$ cat config.mk
export PLATFORM = sky130hd
export DESIGN_NAME = secdedDecoder
export DESIGN_NICKNAME = d
export VERILOG_FILES = /design/src/rtl/secdedPkg.sv /design/src/rtl/secdedDatapath.sv /design/src/rtl/secdedControl.sv /design/src/rtl/secdedDecoder.sv
export SDC_FILE = /design/constraint.sdc
export NUM_CORES = 1
export LEC_CHECK = 0
export ABC_AREA = 1
export BUFFER_PORTS_ARGS = -buffer_cell sky130_fd_sc_hd__buf_4
export CAP_MARGIN = 30
export CELL_PAD_IN_SITES_DETAIL_PLACEMENT = 1
export CELL_PAD_IN_SITES_GLOBAL_PLACEMENT = 2
export CORE_MARGIN = 10
export CORE_UTILIZATION = 30
export DETAILED_ROUTE_END_ITERATION = 6
export PLACE_DENSITY = 0.93
export SYNTH_ARGS = -nofsm -noshare
export SYNTH_HDL_FRONTEND = slang
export SYNTH_SLANG_ARGS = --single-unit
$ cat constraint.sdc
create_clock -name clk -period 8.9 [get_ports clk]
set_clock_uncertainty 0.1 [all_clocks]
set_input_delay 0 -clock clk [delete_from_list [all_inputs] [get_ports clk]]
set_output_delay 0 -clock clk [all_outputs]
set_load 0.02 [all_outputs]
$ cat src/rtl/secdedPkg.sv
package secdedPkg;
  localparam int DataW = 64;
  localparam int ChkW  = 8;
  localparam int IdxW  = $clog2(DataW);

  typedef enum logic [1:0] {
    ST_CLEAN = 2'd0,
    ST_DATA  = 2'd1,
    ST_CHECK = 2'd2,
    ST_FATAL = 2'd3
  } status_e;

  // strobes from classification logic to the datapath
  typedef struct packed {
    logic              flipData;
    logic              flipCheck;
    logic [IdxW-1:0]   idx;
    status_e           status;
  } strobe_t;

  function automatic logic [DataW-1:0] rowMask(input int i);
    case (i)
      0:       rowMask = 64'hF00FE11E_C33C0FF7;
      1:       rowMask = 64'h00FF00FF_00FFF0FF;
      2:       rowMask = 64'h0F0F0F0F_0F0FFF00;
      3:       rowMask = 64'h11113333_7777000F;
      4:       rowMask = 64'h22224444_8888222F;
      5:       rowMask = 64'h44448888_FFFF4441;
      6:       rowMask = 64'h8888FFFF_11118882;
      default: rowMask = 64'hFFFF1111_22221114;
    endcase
  endfunction

  function automatic logic [ChkW-1:0] column(input int b);
    logic [ChkW-1:0] c;
    for (int i = 0; i < ChkW; i++) begin
      logic [DataW-1:0] m;
      m = rowMask(i);
      c[i] = m[b];
    end
    return c;
  endfunction
endpackage

$ cat src/rtl/secdedDatapath.sv
module secdedDatapath
  import secdedPkg::*;
(
  input  logic [DataW-1:0] dataIn,
  input  logic [ChkW-1:0]  checkIn,
  input  strobe_t          strobe,
  output logic [ChkW-1:0]  syndrome,
  output logic [DataW-1:0] dataFixed,
  output logic [ChkW-1:0]  checkFixed
);
  logic [ChkW-1:0] fresh;

  for (genvar g = 0; g < ChkW; g++) begin : g_row
    localparam logic [DataW-1:0] Mask = rowMask(g);
    assign fresh[g] = ^(dataIn & Mask);
  end

  assign syndrome = fresh ^ checkIn;

  logic [DataW-1:0] dataFlip;
  logic [ChkW-1:0]  checkFlip;

  always_comb begin
    dataFlip  = '0;
    checkFlip = '0;
    if (strobe.flipData)  dataFlip[strobe.idx] = 1'b1;
    if (strobe.flipCheck) checkFlip[strobe.idx[$clog2(ChkW)-1:0]] = 1'b1;
  end

  assign dataFixed  = dataIn ^ dataFlip;
  assign checkFixed = checkIn ^ checkFlip;
endmodule

$ cat src/rtl/secdedControl.sv
module secdedControl
  import secdedPkg::*;
(
  input  logic [ChkW-1:0] syndrome,
  output strobe_t         strobe
);
  logic            colHit;
  logic [IdxW-1:0] colIdx;
  logic            bitHit;
  logic [IdxW-1:0] bitIdx;

  // data columns searched from bit 0 upward, first match wins
  always_comb begin
    colHit = 1'b0;
    colIdx = '0;
    for (int b = 0; b < DataW; b++) begin
      if (!colHit && syndrome == column(b)) begin
        colHit = 1'b1;
        colIdx = IdxW'(b);
      end
    end
  end

  always_comb begin
    bitHit = 1'b0;
    bitIdx = '0;
    for (int j = 0; j < ChkW; j++) begin
      if (!bitHit && syndrome[j]) begin
        bitHit = 1'b1;
        bitIdx = IdxW'(j);
      end
    end
  end

  always_comb begin
    strobe = '{flipData: 1'b0, flipCheck: 1'b0, idx: '0, status: ST_CLEAN};
    if (syndrome == '0) begin
      strobe.status = ST_CLEAN;
    end else if (colHit) begin
      strobe.status   = ST_DATA;
      strobe.flipData = 1'b1;
      strobe.idx      = colIdx;
    end else if ($onehot(syndrome)) begin
      strobe.status    = ST_CHECK;
      strobe.flipCheck = bitHit;
      strobe.idx       = bitIdx;
    end else begin
      strobe.status = ST_FATAL;
    end
  end
endmodule

$ cat src/rtl/secdedDecoder.sv
module secdedDecoder
  import secdedPkg::*;
#(
  parameter bit OutReg = 1'b1
) (
  input  logic             clk,
  input  logic             rstN,
  input  logic             inValid,
  input  logic [DataW-1:0] inData,
  input  logic [ChkW-1:0]  inCheck,
  output logic             outValid,
  output logic [DataW-1:0] outData,
  output logic [ChkW-1:0]  outCheck,
  output logic [1:0]       outStatus,
  output logic [IdxW-1:0]  outIndex
);
  logic [ChkW-1:0]  syndrome;
  strobe_t          strobe;
  logic [DataW-1:0] dataFixed;
  logic [ChkW-1:0]  checkFixed;

  secdedDatapath u_dp (
    .dataIn    (inData),
    .checkIn   (inCheck),
    .strobe    (strobe),
    .syndrome  (syndrome),
    .dataFixed (dataFixed),
    .checkFixed(checkFixed)
  );

  secdedControl u_ctl (
    .syndrome(syndrome),
    .strobe  (strobe)
  );

  if (OutReg) begin : g_reg
    always_ff @(posedge clk) begin
      if (!rstN) begin
        outValid  <= 1'b0;
        outData   <= '0;
        outCheck  <= '0;
        outStatus <= ST_CLEAN;
        outIndex  <= '0;
      end else begin
        outValid  <= inValid;
        outData   <= dataFixed;
        outCheck  <= checkFixed;
        outStatus <= strobe.status;
        outIndex  <= strobe.idx;
      end
    end
  end else begin : g_comb
    assign outValid  = inValid;
    assign outData   = dataFixed;
    assign outCheck  = checkFixed;
    assign outStatus = strobe.status;
    assign outIndex  = strobe.idx;
  end
endmodule

### Word level (Yosys, flattened, before mapping)

Cells that the tools add are included.

| storage, ports and cells | value |
|---|---|
| bits in registers | 81 |
| output and inout bits | 81 |
| word-level logic and storage cells | 393 |
| input bits | 75 |

| cells by class | value |
|---|---|
| $lt $le $gt $ge | 4 |
| multiplexer cells | 154 |
| eq/ne operators | 65 |
| bitwise operators | 4 |
| reduce and logical (&&, ||, !) cells | 153 |
| add/subtract/negate cells | 7 |

Operators with widths:

| kind | count |
|---|---|
| XOR reduction 64 bit | 8 |
| == test 8 bit, second input constant | 28 |
| 2-to-1 mux 6 bit | 32 |
| == test 8 x 7 -> 1 bit, second input constant | 20 |
| == test 8 x 6 -> 1 bit, second input constant | 12 |
| 2-to-1 mux 5 bit | 16 |
| 2-to-1 mux 1 bit | 79 |
| logical AND 1 bit | 72 |
| logical NOT 1 bit | 70 |
| 2-to-1 mux 64 bit | 1 |
| bitwise XOR 64 bit | 1 |
| == test 8 x 5 -> 1 bit, second input constant | 4 |
| 2-to-1 mux 4 bit | 8 |
| 2-to-1 mux 3 bit | 8 |
| 2-to-1 mux 8 bit | 3 |
| bitwise XOR 8 bit | 2 |
| adder 4 bit | 3 |
| adder 1 x 1 -> 2 bit | 4 |
| logical NOT 8 bit | 1 |
| 2-to-1 mux 2 bit | 4 |
| < comparator 6 x 7 -> 1 bit, second input constant | 1 |
| 2-to-1 mux 7 bit | 1 |
| demux 1 bit (select 6 bit) | 1 |
| >= comparator 6 x 1 -> 1 bit, second input constant | 1 |
| 7 further kinds | 7 |

### Longest topological paths before layout

Gate-level depths: netlist of the first run.

| logic depth | value |
|---|---|
| depth in word-level cells | 201 |
| gate-level depth with buffers | 55 |
| depth with buffers taken out | 54 |

### Cells and area by module

A second synthesis of the first run with hierarchy kept.

| unflattened totals | value |
|---|---|
| cell total of the unflattened synthesis | 1378 |
| area total of the unflattened synthesis | 7966.4 um^2 |

Modules (own cells, without submodules):

| module | area an instance (um^2) | cells each | seq. area each (um^2) | instances |
|---|---|---|---|---|
| secdedDatapath | 3941.3 | 775 | 0.0 | 1 |
| secdedDecoder | 2331.0 | 252 | 1621.6 | 1 |
| secdedControl | 1694.1 | 351 | 0.0 | 1 |

### Worst setup path after synthesis of the first run

OpenSTA, ideal clock, no wires.

| timing path | value |
|---|---|
| path type | input to register |
| start | input inData[0] |
| end | register outData[48] |
| stages on the path | 53 |
| setup slack | 2.064 ns |
| buffers on the path | 1 |
| setup time | 0.110 ns |
| data required time | 8.690 ns |
| arrival | 6.626 ns |
| cell sequence | xnor2_1 > xor2_1 > xor2_1 > xor2_1 > xor2_1 > xor2_1 > xor2_1 > xor2_1 > inv_1 > ha_1 > nand2_1 > inv_1 > nand2_2 > nand2_2 > nor2_2 > nand4_2 > nor2_2 > nand4_2 > [17 not listed] > nand4_2 > nor2_2 > nand4_2 > nor2_2 > nand4_2 > nor2_2 > nand4_2 > nor2_2 > nand4_2 > nor2_4 > nand2_1 > nand2_4 > nand3_2 > nor2_4 > buf_6 > nand3_1 > nand2_1 > nor2_1 |

| on the way | value |
|---|---|
| cells in the longest elaborated chain, start to end | 201 |
| elaborated cells on any way between the ends | 370 |
| those cells by class | 6 x add/sub; 2 x order compare; 65 x eq/ne; 148 x mux; 2 x bitwise; 147 x reduce/logical |

RTL lines:

| what | line | source |
|---|---|---|
| from (decl) | secdedDecoder.sv:9 | `input logic [DataW-1:0] inData,` |
| XOR reduction 64 bit | secdedDatapath.sv:15 | `assign fresh[g] = ^(dataIn & Mask);` |
| bitwise XOR 8 bit * | secdedDatapath.sv:18 | `assign syndrome = fresh ^ checkIn;` |
| == test 8 x 6 -> 1 bit | secdedControl.sv:17 | `if (!colHit && syndrome == column(b)) begin` |
| 2-to-1 mux 1 bit | secdedControl.sv:17 |  |
| logical NOT 1 bit | secdedControl.sv:17 |  |
| logical AND 1 bit | secdedControl.sv:17 |  |
| 2-to-1 mux 1 bit | secdedControl.sv:17 |  |
| logical NOT 1 bit | secdedControl.sv:17 |  |
| [185 not listed] | -- |  |
| 2-to-1 mux 8 bit | secdedControl.sv:39 | `end else if (colHit) begin` |
| 2-to-1 mux 8 bit * | secdedControl.sv:37 | `if (syndrome == '0) begin` |
| < comparator 6 x 7 -> 1 bit (not written as such) or >= comparator 6 x 1 -> 1 bit (tied branches) | secdedDatapath.sv:26 | `if (strobe.flipData) dataFlip[strobe.idx] = 1'b1;` |
| logical AND 1 bit (not written as such) | secdedDatapath.sv:26 |  |
| 2-to-1 mux 1 bit (not written as such) | secdedDatapath.sv:26 |  |
| demux 1 bit (select 6 bit) | -- |  |
| 2-to-1 mux 64 bit * | secdedDatapath.sv:26 |  |
| bitwise XOR 64 bit * | secdedDatapath.sv:30 | `assign dataFixed = dataIn ^ dataFlip;` |
| to (signal assigned) | secdedDecoder.sv:46 | `outData <= dataFixed;` |
| to (decl) | secdedDecoder.sv:12 | `output logic [DataW-1:0] outData,` |

Mark *: on every way between the ends. The rest lies on a longest branch, timed or not.
A chain may end at the register's enable or synchronous reset.

### Final worst setup path of the first run

| timing path | value |
|---|---|
| start | input inData[1] |
| end | register outData[14] |

The elaborated chain is that of the path after synthesis.

==> results.yml, run 1 <==
run_status:
  status: "completed"
timing:
  fin_crit_sh_pct: 96.2
  whs_ps: 83.7
  worst_pin_slew_ps: 860
  finalSetupViolations: 0
  rsz0062_at_grt: "yes"
  max_slew_margin_pct: 42.5
  hold_viol: 0
  period_minus_slack_ps: 8560
  fmax_ghz: 0.117
  drv_slew: 0
synth:
  ys.flop_type: "dfxtp_1"
  async_flop_share_pct: 0
  synth-simple-area-share_pct: 37.9
  synth_edf_count: 0
  ys_seq_area_share_pct: 22.7
  synth_top_family_by_area: "simple AND/OR/NAND/NOR gates"
  synth_xor_area_share_pct: 19.6
  syn_nets: 1175
  avgSynthCellArea_um2: 6.65
  yosys_warnings: 0
  synthTopCellsByArea: "dfxtp_1 23%, xnor2_1 12%, nor2_1 11%"
  yosysTopAreaCell: "dfxtp_1"
  synth_compound_area_share_pct: 4.91
  synthMuxAreaShare_pct: 0
  synth_top_area_share_pct: 22.7
  synth_adder_area_share_pct: 4.44
  ys_types: 45
  synthCells: 1077
  syn-cell-area_um2: 7160
  ys_seq_elements: 81
grt:
  grt_pass1_vias: 8548
  grt_max_degree: 63
  grt_antenna_before_repair: 3
  grt_pass1_wl_mm: 46.9
  grt_usage_pct: 19.1
  grt_overflow: 0
layout:
  layout.cells.most_common_list: "191 x buf_4, 187 x nor2_1, 180 x nand2_1"
  area_growth_pct: 44.5
  fin_nets: 1433
  layout-drive-gt1-share_pct: 22.8
  post-route-util_pct: 44.1
  layout_commonest_cell: "buf_4"
die:
  row_count: 56
  io_pins: 156
  dieArea_um2: 30400
  die_x_um: 174
  fp.dieH_um: 174
  coreArea_um2: 23500
  initial_core_util_pct: 30.5
critical_path:
  crit_buf_inv: 5
  crit_path_frequent_cell: "nand4_1"
  setup.worst_path.class: "primary input to flip-flop"
  slowest_delay_ps: 550
  cp.required_ps: 9050
  cp_data_arrival_time_ps: 8710
  crit_path_top_delay_cell: "dlygate4sd3_1"
  start_kind: "primary input"
  worst_setup_path_end_kind: "flip-flop"
  crit_family: "simple AND/OR/NAND/NOR gates"
  cp_max_fo: 8
clock_network:
  cts.root.buffer_cell: "clkbuf_16"
  htree_levels: 3
  cts_buffers: 9
  clkTransAtPathRegs_ps: 60
  cts.sinks: 81
  cts_tree: "built"
  clock_path_buffers: 2
drt:
  avgRoutedWirePerCell_um: 20.4
  drc: 0
  vias: 8260
  met2WireLength_mm: 17.7
  drt-met1-wl_mm: 13.3
  drt-pass1-iter-count: 5
  wl_met3_mm: 1.71
  top_layer_used: "met4"
  routed_wl_mm: 33.8
  ant_nets: 0
  drt_iter0_markers: 515
  viasPerCell: 4.97
placed_design:
  port_buffers: 155
  dp_hpwl_mm: 22.3
  gp_congestion: 0.913
run:
  cap_violations: 0
min_path:
  hold_path_class: "primary input to flip-flop"
==> worst min-delay path: cells and delay by family <==
kind / cells / cell delay (ps)
buf+inv: 2 / 350
simple gates: 1 / 140
==> stage by stage <==
stage	cells	setup TNS, ps	area, um^2	setup slack, ps
2_1_floorplan	1077	0	7160	2060
3_3_place_gp	1528	0	8590	819
3_5_place_dp	1528	0	8590	377
4_1_cts	1616	0	9640	97.7
5_1_grt	1661	-10460	10300	-301
6_report	1661	0	10300	341
==> registers in the layout, summed over array words and instances, names as in the netlist <==
register,flops
outData,64
outCheck,8
outIndex,6
outStatus,2
outValid,1
==> worst paths after layout <==
check                     start          end  slack (ps)  depth (start not counted)
worst max-delay path  inData[1]  outData[14]         340                         55
worst min-delay path       rstN     outValid          80                          3
==> what timing repair did <==
| item | 4_1_cts | 5_1_grt |
|---|---|---|
| setup buffers | 0 | 38 |
| hold buffers | 73 | 0 |
| hold endpoints to repair | 73 | 0 |
| setup endpoints to repair | 0 | 67 |
| resized for setup | 0 | 53 |
==> cell usage after synthesis, drive strengths merged (2+ instances only) <==
library cell / count
a211oi: 3
a21oi: 29
a31oi: 3
buf: 18
clkbuf: 11
dfxtp: 81
fa: 4
ha: 19
inv: 154
nand2: 191
nand3: 70
nand4: 55
nor2: 225
nor3: 20
nor4: 6
o2111ai: 3
o211ai: 3
o21ai: 11
o41ai: 2
xnor2: 95
xor2: 65
==> cells by family after synthesis <==
family / count (synthesis)
AO/OA/AOI/OAI: 59
XOR/XNOR: 160
adder cells (fa/ha/maj): 23
buffers and inverters: 184
flip-flops: 81
AND/OR/NAND/NOR: 570
==> area by class of cell <==
| class | count | area [um^2] |
|---|---|---|
| inverters | 155 | 587 |
| clock inverters | 5 | 78.8 |
| repair buffers | 273 | 2340 |
| diodes | 3 | 7.51 |
| clock buffers | 10 | 239 |
| well taps | 319 | 399 |
| multi-input cells | 815 | 5070 |
| fillers | 2926 | 13100 |
| flip-flops and latches | 81 | 1620 |
==> routing by layer <==
metal	up-vias	track usage, %
li1	3907	-
met1	4054	21.1
met2	237	35.6
met3	62	4.07
met4	0	6.06
met5	-	0
Power of run 1 is left out: the tool's default activity adds up to more than one toggle a clock period on the data nets, which glitch-free logic cannot reach.
==> run 2, diff against run 1 <==
--- a/config.mk
+++ b/config.mk
@@ -13,6 +13,7 @@
 export CORE_MARGIN = 10
 export CORE_UTILIZATION = 30
 export DETAILED_ROUTE_END_ITERATION = 6
+export GPL_TIMING_DRIVEN = 0
 export PLACE_DENSITY = 0.93
 export SYNTH_ARGS = -nofsm -noshare
 export SYNTH_HDL_FRONTEND = slang
==> run 2 against run 1 <==
Net effect:
- die area is the same
- setup slack improved by 230 ps
- critical path depth fell by 3
- routed wire length down 4.7%
- sequential share of layout area grew 0.40 points
- design area fell by 2.5%
- largest cell class unchanged
- worst hold slack barely moved
- core utilization shrank 1.1 points
- non-clock buffer count shrank 3
- sequential cell count is the same
==> results.yml, run 2 (synthesis gave the netlist of run 1 again) <==
die:
  initial_core_util_pct: 30.5
  row_count: 56
  dieArea_um2: 30400
  io_pins: 156
  die_x_um: 174
  coreArea_um2: 23500
  fp.dieH_um: 174
drt:
  vias: 8146
  routed_wl_mm: 32.2
  drt_iter0_markers: 453
  avgRoutedWirePerCell_um: 19.5
  viasPerCell: 4.92
  drc: 0
  ant_nets: 0
  drt-pass1-iter-count: 5
layout:
  fin_nets: 1428
  layout_commonest_cell: "nor2_1"
  layout-drive-gt1-share_pct: 21.7
  largest_reg_flops: 64
  largest_register: "outData"
  fill_cells: 2968
  final-instance-count-excl-fill: 1657
  area_growth_pct: 40.9
  reg_top3: "outData x64, outCheck x8, outIndex x6"
  layout.cells.most_common_list: "191 x nor2_1, 182 x nand2_1, 169 x buf_4"
grt:
  grt_max_degree: 14
  grt_pass1_vias: 8628
  grt_pass1_wl_mm: 48.1
  grt_usage_pct: 19.9
  grt_overflow: 0
  grt_antenna_before_repair: 4
critical_path:
  start_kind: "primary input"
  cp.required_ps: 9070
  worst_setup_path_end_kind: "flip-flop"
  crit_path_frequent_cell: "nand4_2"
  cp_max_fo: 10
  cp_data_arrival_time_ps: 8510
  slowest_delay_ps: 540
  setup.worst_path.class: "primary input to flip-flop"
  crit_path_top_delay_cell: "dlygate4sd3_1"
timing:
  worst_pin_slew_ps: 884
  fin_crit_sh_pct: 93.6
  finalSetupViolations: 0
  drv_slew: 0
  period_minus_slack_ps: 8330
  rsz0062_at_grt: "yes"
  hold_viol: 0
  max_slew_margin_pct: 40.6
  fmax_ghz: 0.120
clock_network:
  clkTransAtPathRegs_ps: 70
  cts.root.buffer_cell: "clkbuf_16"
  cts_buffers: 9
  htree_levels: 3
  cts.sinks: 81
  clock_path_buffers: 2
  cts_tree: "built"
run:
  cap_violations: 0
placed_design:
  dp_cells: 1549
  gp_congestion: 0.891
  port_buffers: 152
  dp_hpwl_mm: 23.7
min_path:
  hold_path_class: "primary input to flip-flop"
run_status:
  status: "completed"
-- run 2: cell count changes in the layout (fill, tap and decap cells not counted), moves of 4 or more --
| cell | change |
|---|---|
| nor2_4 | -8 |
| buf_4 | -22 |
| clkbuf_1 | +7 |
| nand4_2 | +4 |
| buf_2 | +7 |
| xnor2_1 | -8 |
| xnor2_2 | +9 |
| buf_6 | +4 |
| nand4_4 | -4 |
| buf_12 | -6 |
| nor2_1 | +4 |
| buf_1 | +5 |
-- run 2: cell type report --
| class | count | area [um^2] | area share (%) |
|---|---|---|---|
| clock buffer | 11 | 243 | 2.41 |
| timing repair buffer | 243 | 2020 | 20.0 |
| inverter | 155 | 582 | 5.77 |
| multi-input combinational | 813 | 5010 | 49.7 |
| tap | 319 | 399 | 3.96 |
| clock inverter | 4 | 28.8 | 0.285 |
| sequential | 81 | 1620 | 16.1 |
| buffer | 27 | 175 | 1.74 |
| antenna | 4 | 10.0 | 0.0993 |
-- run 2: through the flow --
stage	hold WS (ps)	setup TNS (ps)	util [%]	instance area [um^2]	setup WS [ps]
floorplan	-9.60	0	-	7160	2060
global placement	82.6	0	37.1	8700	324
detailed placement	96.9	0	37.1	8700	17.9
CTS	57.4	0	41.3	9710	246
global route	75.5	-5060	43.0	10100	-183
finish	83.2	0	43.0	10100	567
-- run 2: layer usage --
layer	share of wire [%]	GRT usage, %	wire length, um	vias to the layer above
met1	40	22.6	12900	3983
met5	0	0	0	-
met2	52	36.1	16700	211
li1	-	-	-	3893
met3	4.8	3.53	1540	59
met4	3.5	7.55	1130	0
-- run 2: repair_timing --
item | in CTS | in global routing
resized for setup | 0 | 45
hold endpoints to repair | 73 | 0
hold buffers | 73 | 0
setup buffers | 0 | 17
setup endpoints to repair | 0 | 67
-- run 2: critical path: cells and delay by family --
| family | cells | cell delay, ps |
|---|---|---|
| simple gates | 39 | 5480 |
| xor+xnor | 6 | 1510 |
| buf+inv | 5 | 1120 |
| fa+ha+maj | 1 | 270 |
| compound gates | 1 | 80 |
-- run 2: worst paths after layout --
path,from,endpoint,slack (ps),cells after the start
setup / recovery,inData[3],outCheck[3],570,52
hold / removal,rstN,outData[21],80,3
Power of run 2 is left out for the same reason.
==> run 3, diff against run 2 <==
--- a/config.mk
+++ b/config.mk
@@ -12,8 +12,10 @@
 export CELL_PAD_IN_SITES_GLOBAL_PLACEMENT = 2
 export CORE_MARGIN = 10
 export CORE_UTILIZATION = 30
+export CTS_BUF_LIST = sky130_fd_sc_hd__clkbuf_4 sky130_fd_sc_hd__clkbuf_8 sky130_fd_sc_hd__clkbuf_16
 export DETAILED_ROUTE_END_ITERATION = 6
 export GPL_TIMING_DRIVEN = 0
+export HOLD_SLACK_MARGIN = 0.02
 export PLACE_DENSITY = 0.93
 export SYNTH_ARGS = -nofsm -noshare
 export SYNTH_HDL_FRONTEND = slang
==> run 3 against run 2 <==
Net effect:
- maximum frequency up 0.23%
- worst hold slack better by 10 ps
- setup slack better by 19 ps
- largest cell class unchanged
- sequential cell count unchanged
- die area unchanged
- sequential share of layout area down 0.095 points
- critical path type unchanged
==> results.yml, run 3 (synthesis gave the netlist of run 1 again) <==
run_status:
  status: "completed"
drt:
  routed_wl_mm: 32.7
  vias: 8160
  avgRoutedWirePerCell_um: 19.7
  ant_nets: 0
  drt_iter0_markers: 486
  viasPerCell: 4.92
  drt-pass1-iter-count: 4
  drc: 0
  top_layer_used: "met4"
  met2WireLength_mm: 17.0
  wl_met3_mm: 1.53
  drt-met1-wl_mm: 13.1
layout:
  reg_top3: "outData x64, outCheck x8, outIndex x6"
  post-route-util_pct: 43.2
  largest_register: "outData"
  fin_nets: 1431
  largest_reg_flops: 64
  layout.cells.most_common_list: "189 x nor2_1, 182 x nand2_1, 172 x buf_4"
  layout-drive-gt1-share_pct: 22.1
  layout_commonest_cell: "nor2_1"
  area_growth_pct: 41.7
clock_network:
  clock_path_buffers: 2
  cts.root.buffer_cell: "clkbuf_16"
  cts_buffers: 9
  htree_levels: 3
  cts.sinks: 81
  cts_tree: "built"
  clkTransAtPathRegs_ps: 70
placed_design:
  gp_congestion: 0.891
  dp_slack_ps: 17.9
  port_buffers: 152
  dp_hpwl_mm: 23.7
critical_path:
  crit_path_frequent_cell: "nand4_2"
  cp_data_arrival_time_ps: 8460
  cp.required_ps: 9050
  slowest_delay_ps: 540
  cp_max_fo: 10
  crit_path_top_delay_cell: "dlygate4sd3_1"
  startpoint: "inData[3]"
  worst_setup_path_end_kind: "flip-flop"
  setup.worst_path.class: "primary input to flip-flop"
  start_kind: "primary input"
  cp-endpoint: "outData[3]"
die:
  fp.dieH_um: 174
  die_x_um: 174
  dieArea_um2: 30400
  coreArea_um2: 23500
  row_count: 56
  initial_core_util_pct: 30.5
  io_pins: 156
grt:
  grt_pass1_vias: 8638
  grt_max_degree: 14
  grt_usage_pct: 19.9
  grt_overflow: 0
  grt_pass1_wl_mm: 48.3
  grt_antenna_before_repair: 4
timing:
  fin_crit_sh_pct: 93.4
  fmax_ghz: 0.120
  period_minus_slack_ps: 8310
  finalSetupViolations: 0
  max_slew_margin_pct: 40.4
  hold_viol: 0
  rsz0062_at_grt: "yes"
  drv_slew: 0
  worst_pin_slew_ps: 887
  setup_ws_ps: 587
  whs_ps: 93.5
run:
  cap_violations: 0
min_path:
  hold_path_class: "primary input to flip-flop"
run 3: cell count changes in the layout (fill, tap and decap cells not counted), sizes merged:
cell	delta
buf	+2
clkbuf	+1
run 3: worst max-delay path: cells and delay by family:
kind                     cells  cell delay [ps]
XOR/XNOR                     6             1530
adder cells (fa/ha/maj)      1              270
buffers and inverters        5             1230
AND/OR/NAND/NOR             39             5370
run 3: metrics by stage:
step | cell area, um^2 | instances | TNS (ps)
after floorplan | 7160 | 1077 | 0
after global placement | 8700 | 1548 | 0
after detailed placement | 8700 | 1549 | 0
after CTS | 9710 | 1637 | 0
after global routing | 10100 | 1660 | -4110
final | 10100 | 1660 | 0
run 3: area by class of cell:
| type | instances | area [um^2] |
|---|---|---|
| Fill cell | 2964 | 13300 |
| Clock inverter | 4 | 28.8 |
| Clock buffer | 11 | 246 |
| Sequential cell | 81 | 1620 |
| Timing Repair Buffer | 246 | 2040 |
| Inverter | 155 | 582 |
| Buffer | 27 | 179 |
| Tap cell | 319 | 399 |
| Antenna cell | 4 | 10.0 |
| Multi-Input combinational cell | 813 | 5040 |
run 3: worst min-delay path by stage:
| stage | startpoint | cells past startpoint | endpoint | slack [ps] |
|---|---|---|---|---|
| after detailed placement | inValid | 3 | outValid | 100 |
| after global placement | inValid | 3 | outValid | 80 |
| after global routing | rstN | 3 | outData[21] | 80 |
| after CTS | rstN | 3 | outData[21] | 50 |
| final | rstN | 3 | outData[21] | 90 |
| after floorplan | inData[49] | 1 | outData[49] | -10 |
run 3: per-layer routing:
metal / GRT usage (%) / up-vias
met3: 3.73 / 56
li1: - / 3894
met4: 7.30 / 0
met2: 36.3 / 227
met5: 0 / -
met1: 22.5 / 3983
run 3: what timing repair did:
| action | CTS | global route |
|---|---|---|
| hold buffers | 73 | 0 |
| endpoints found under the hold margin | 73 | 0 |
| endpoints found under the setup margin | 0 | 67 |
| setup buffers | 0 | 20 |
| resized for setup | 0 | 49 |
Power of run 3 is left out for the same reason.
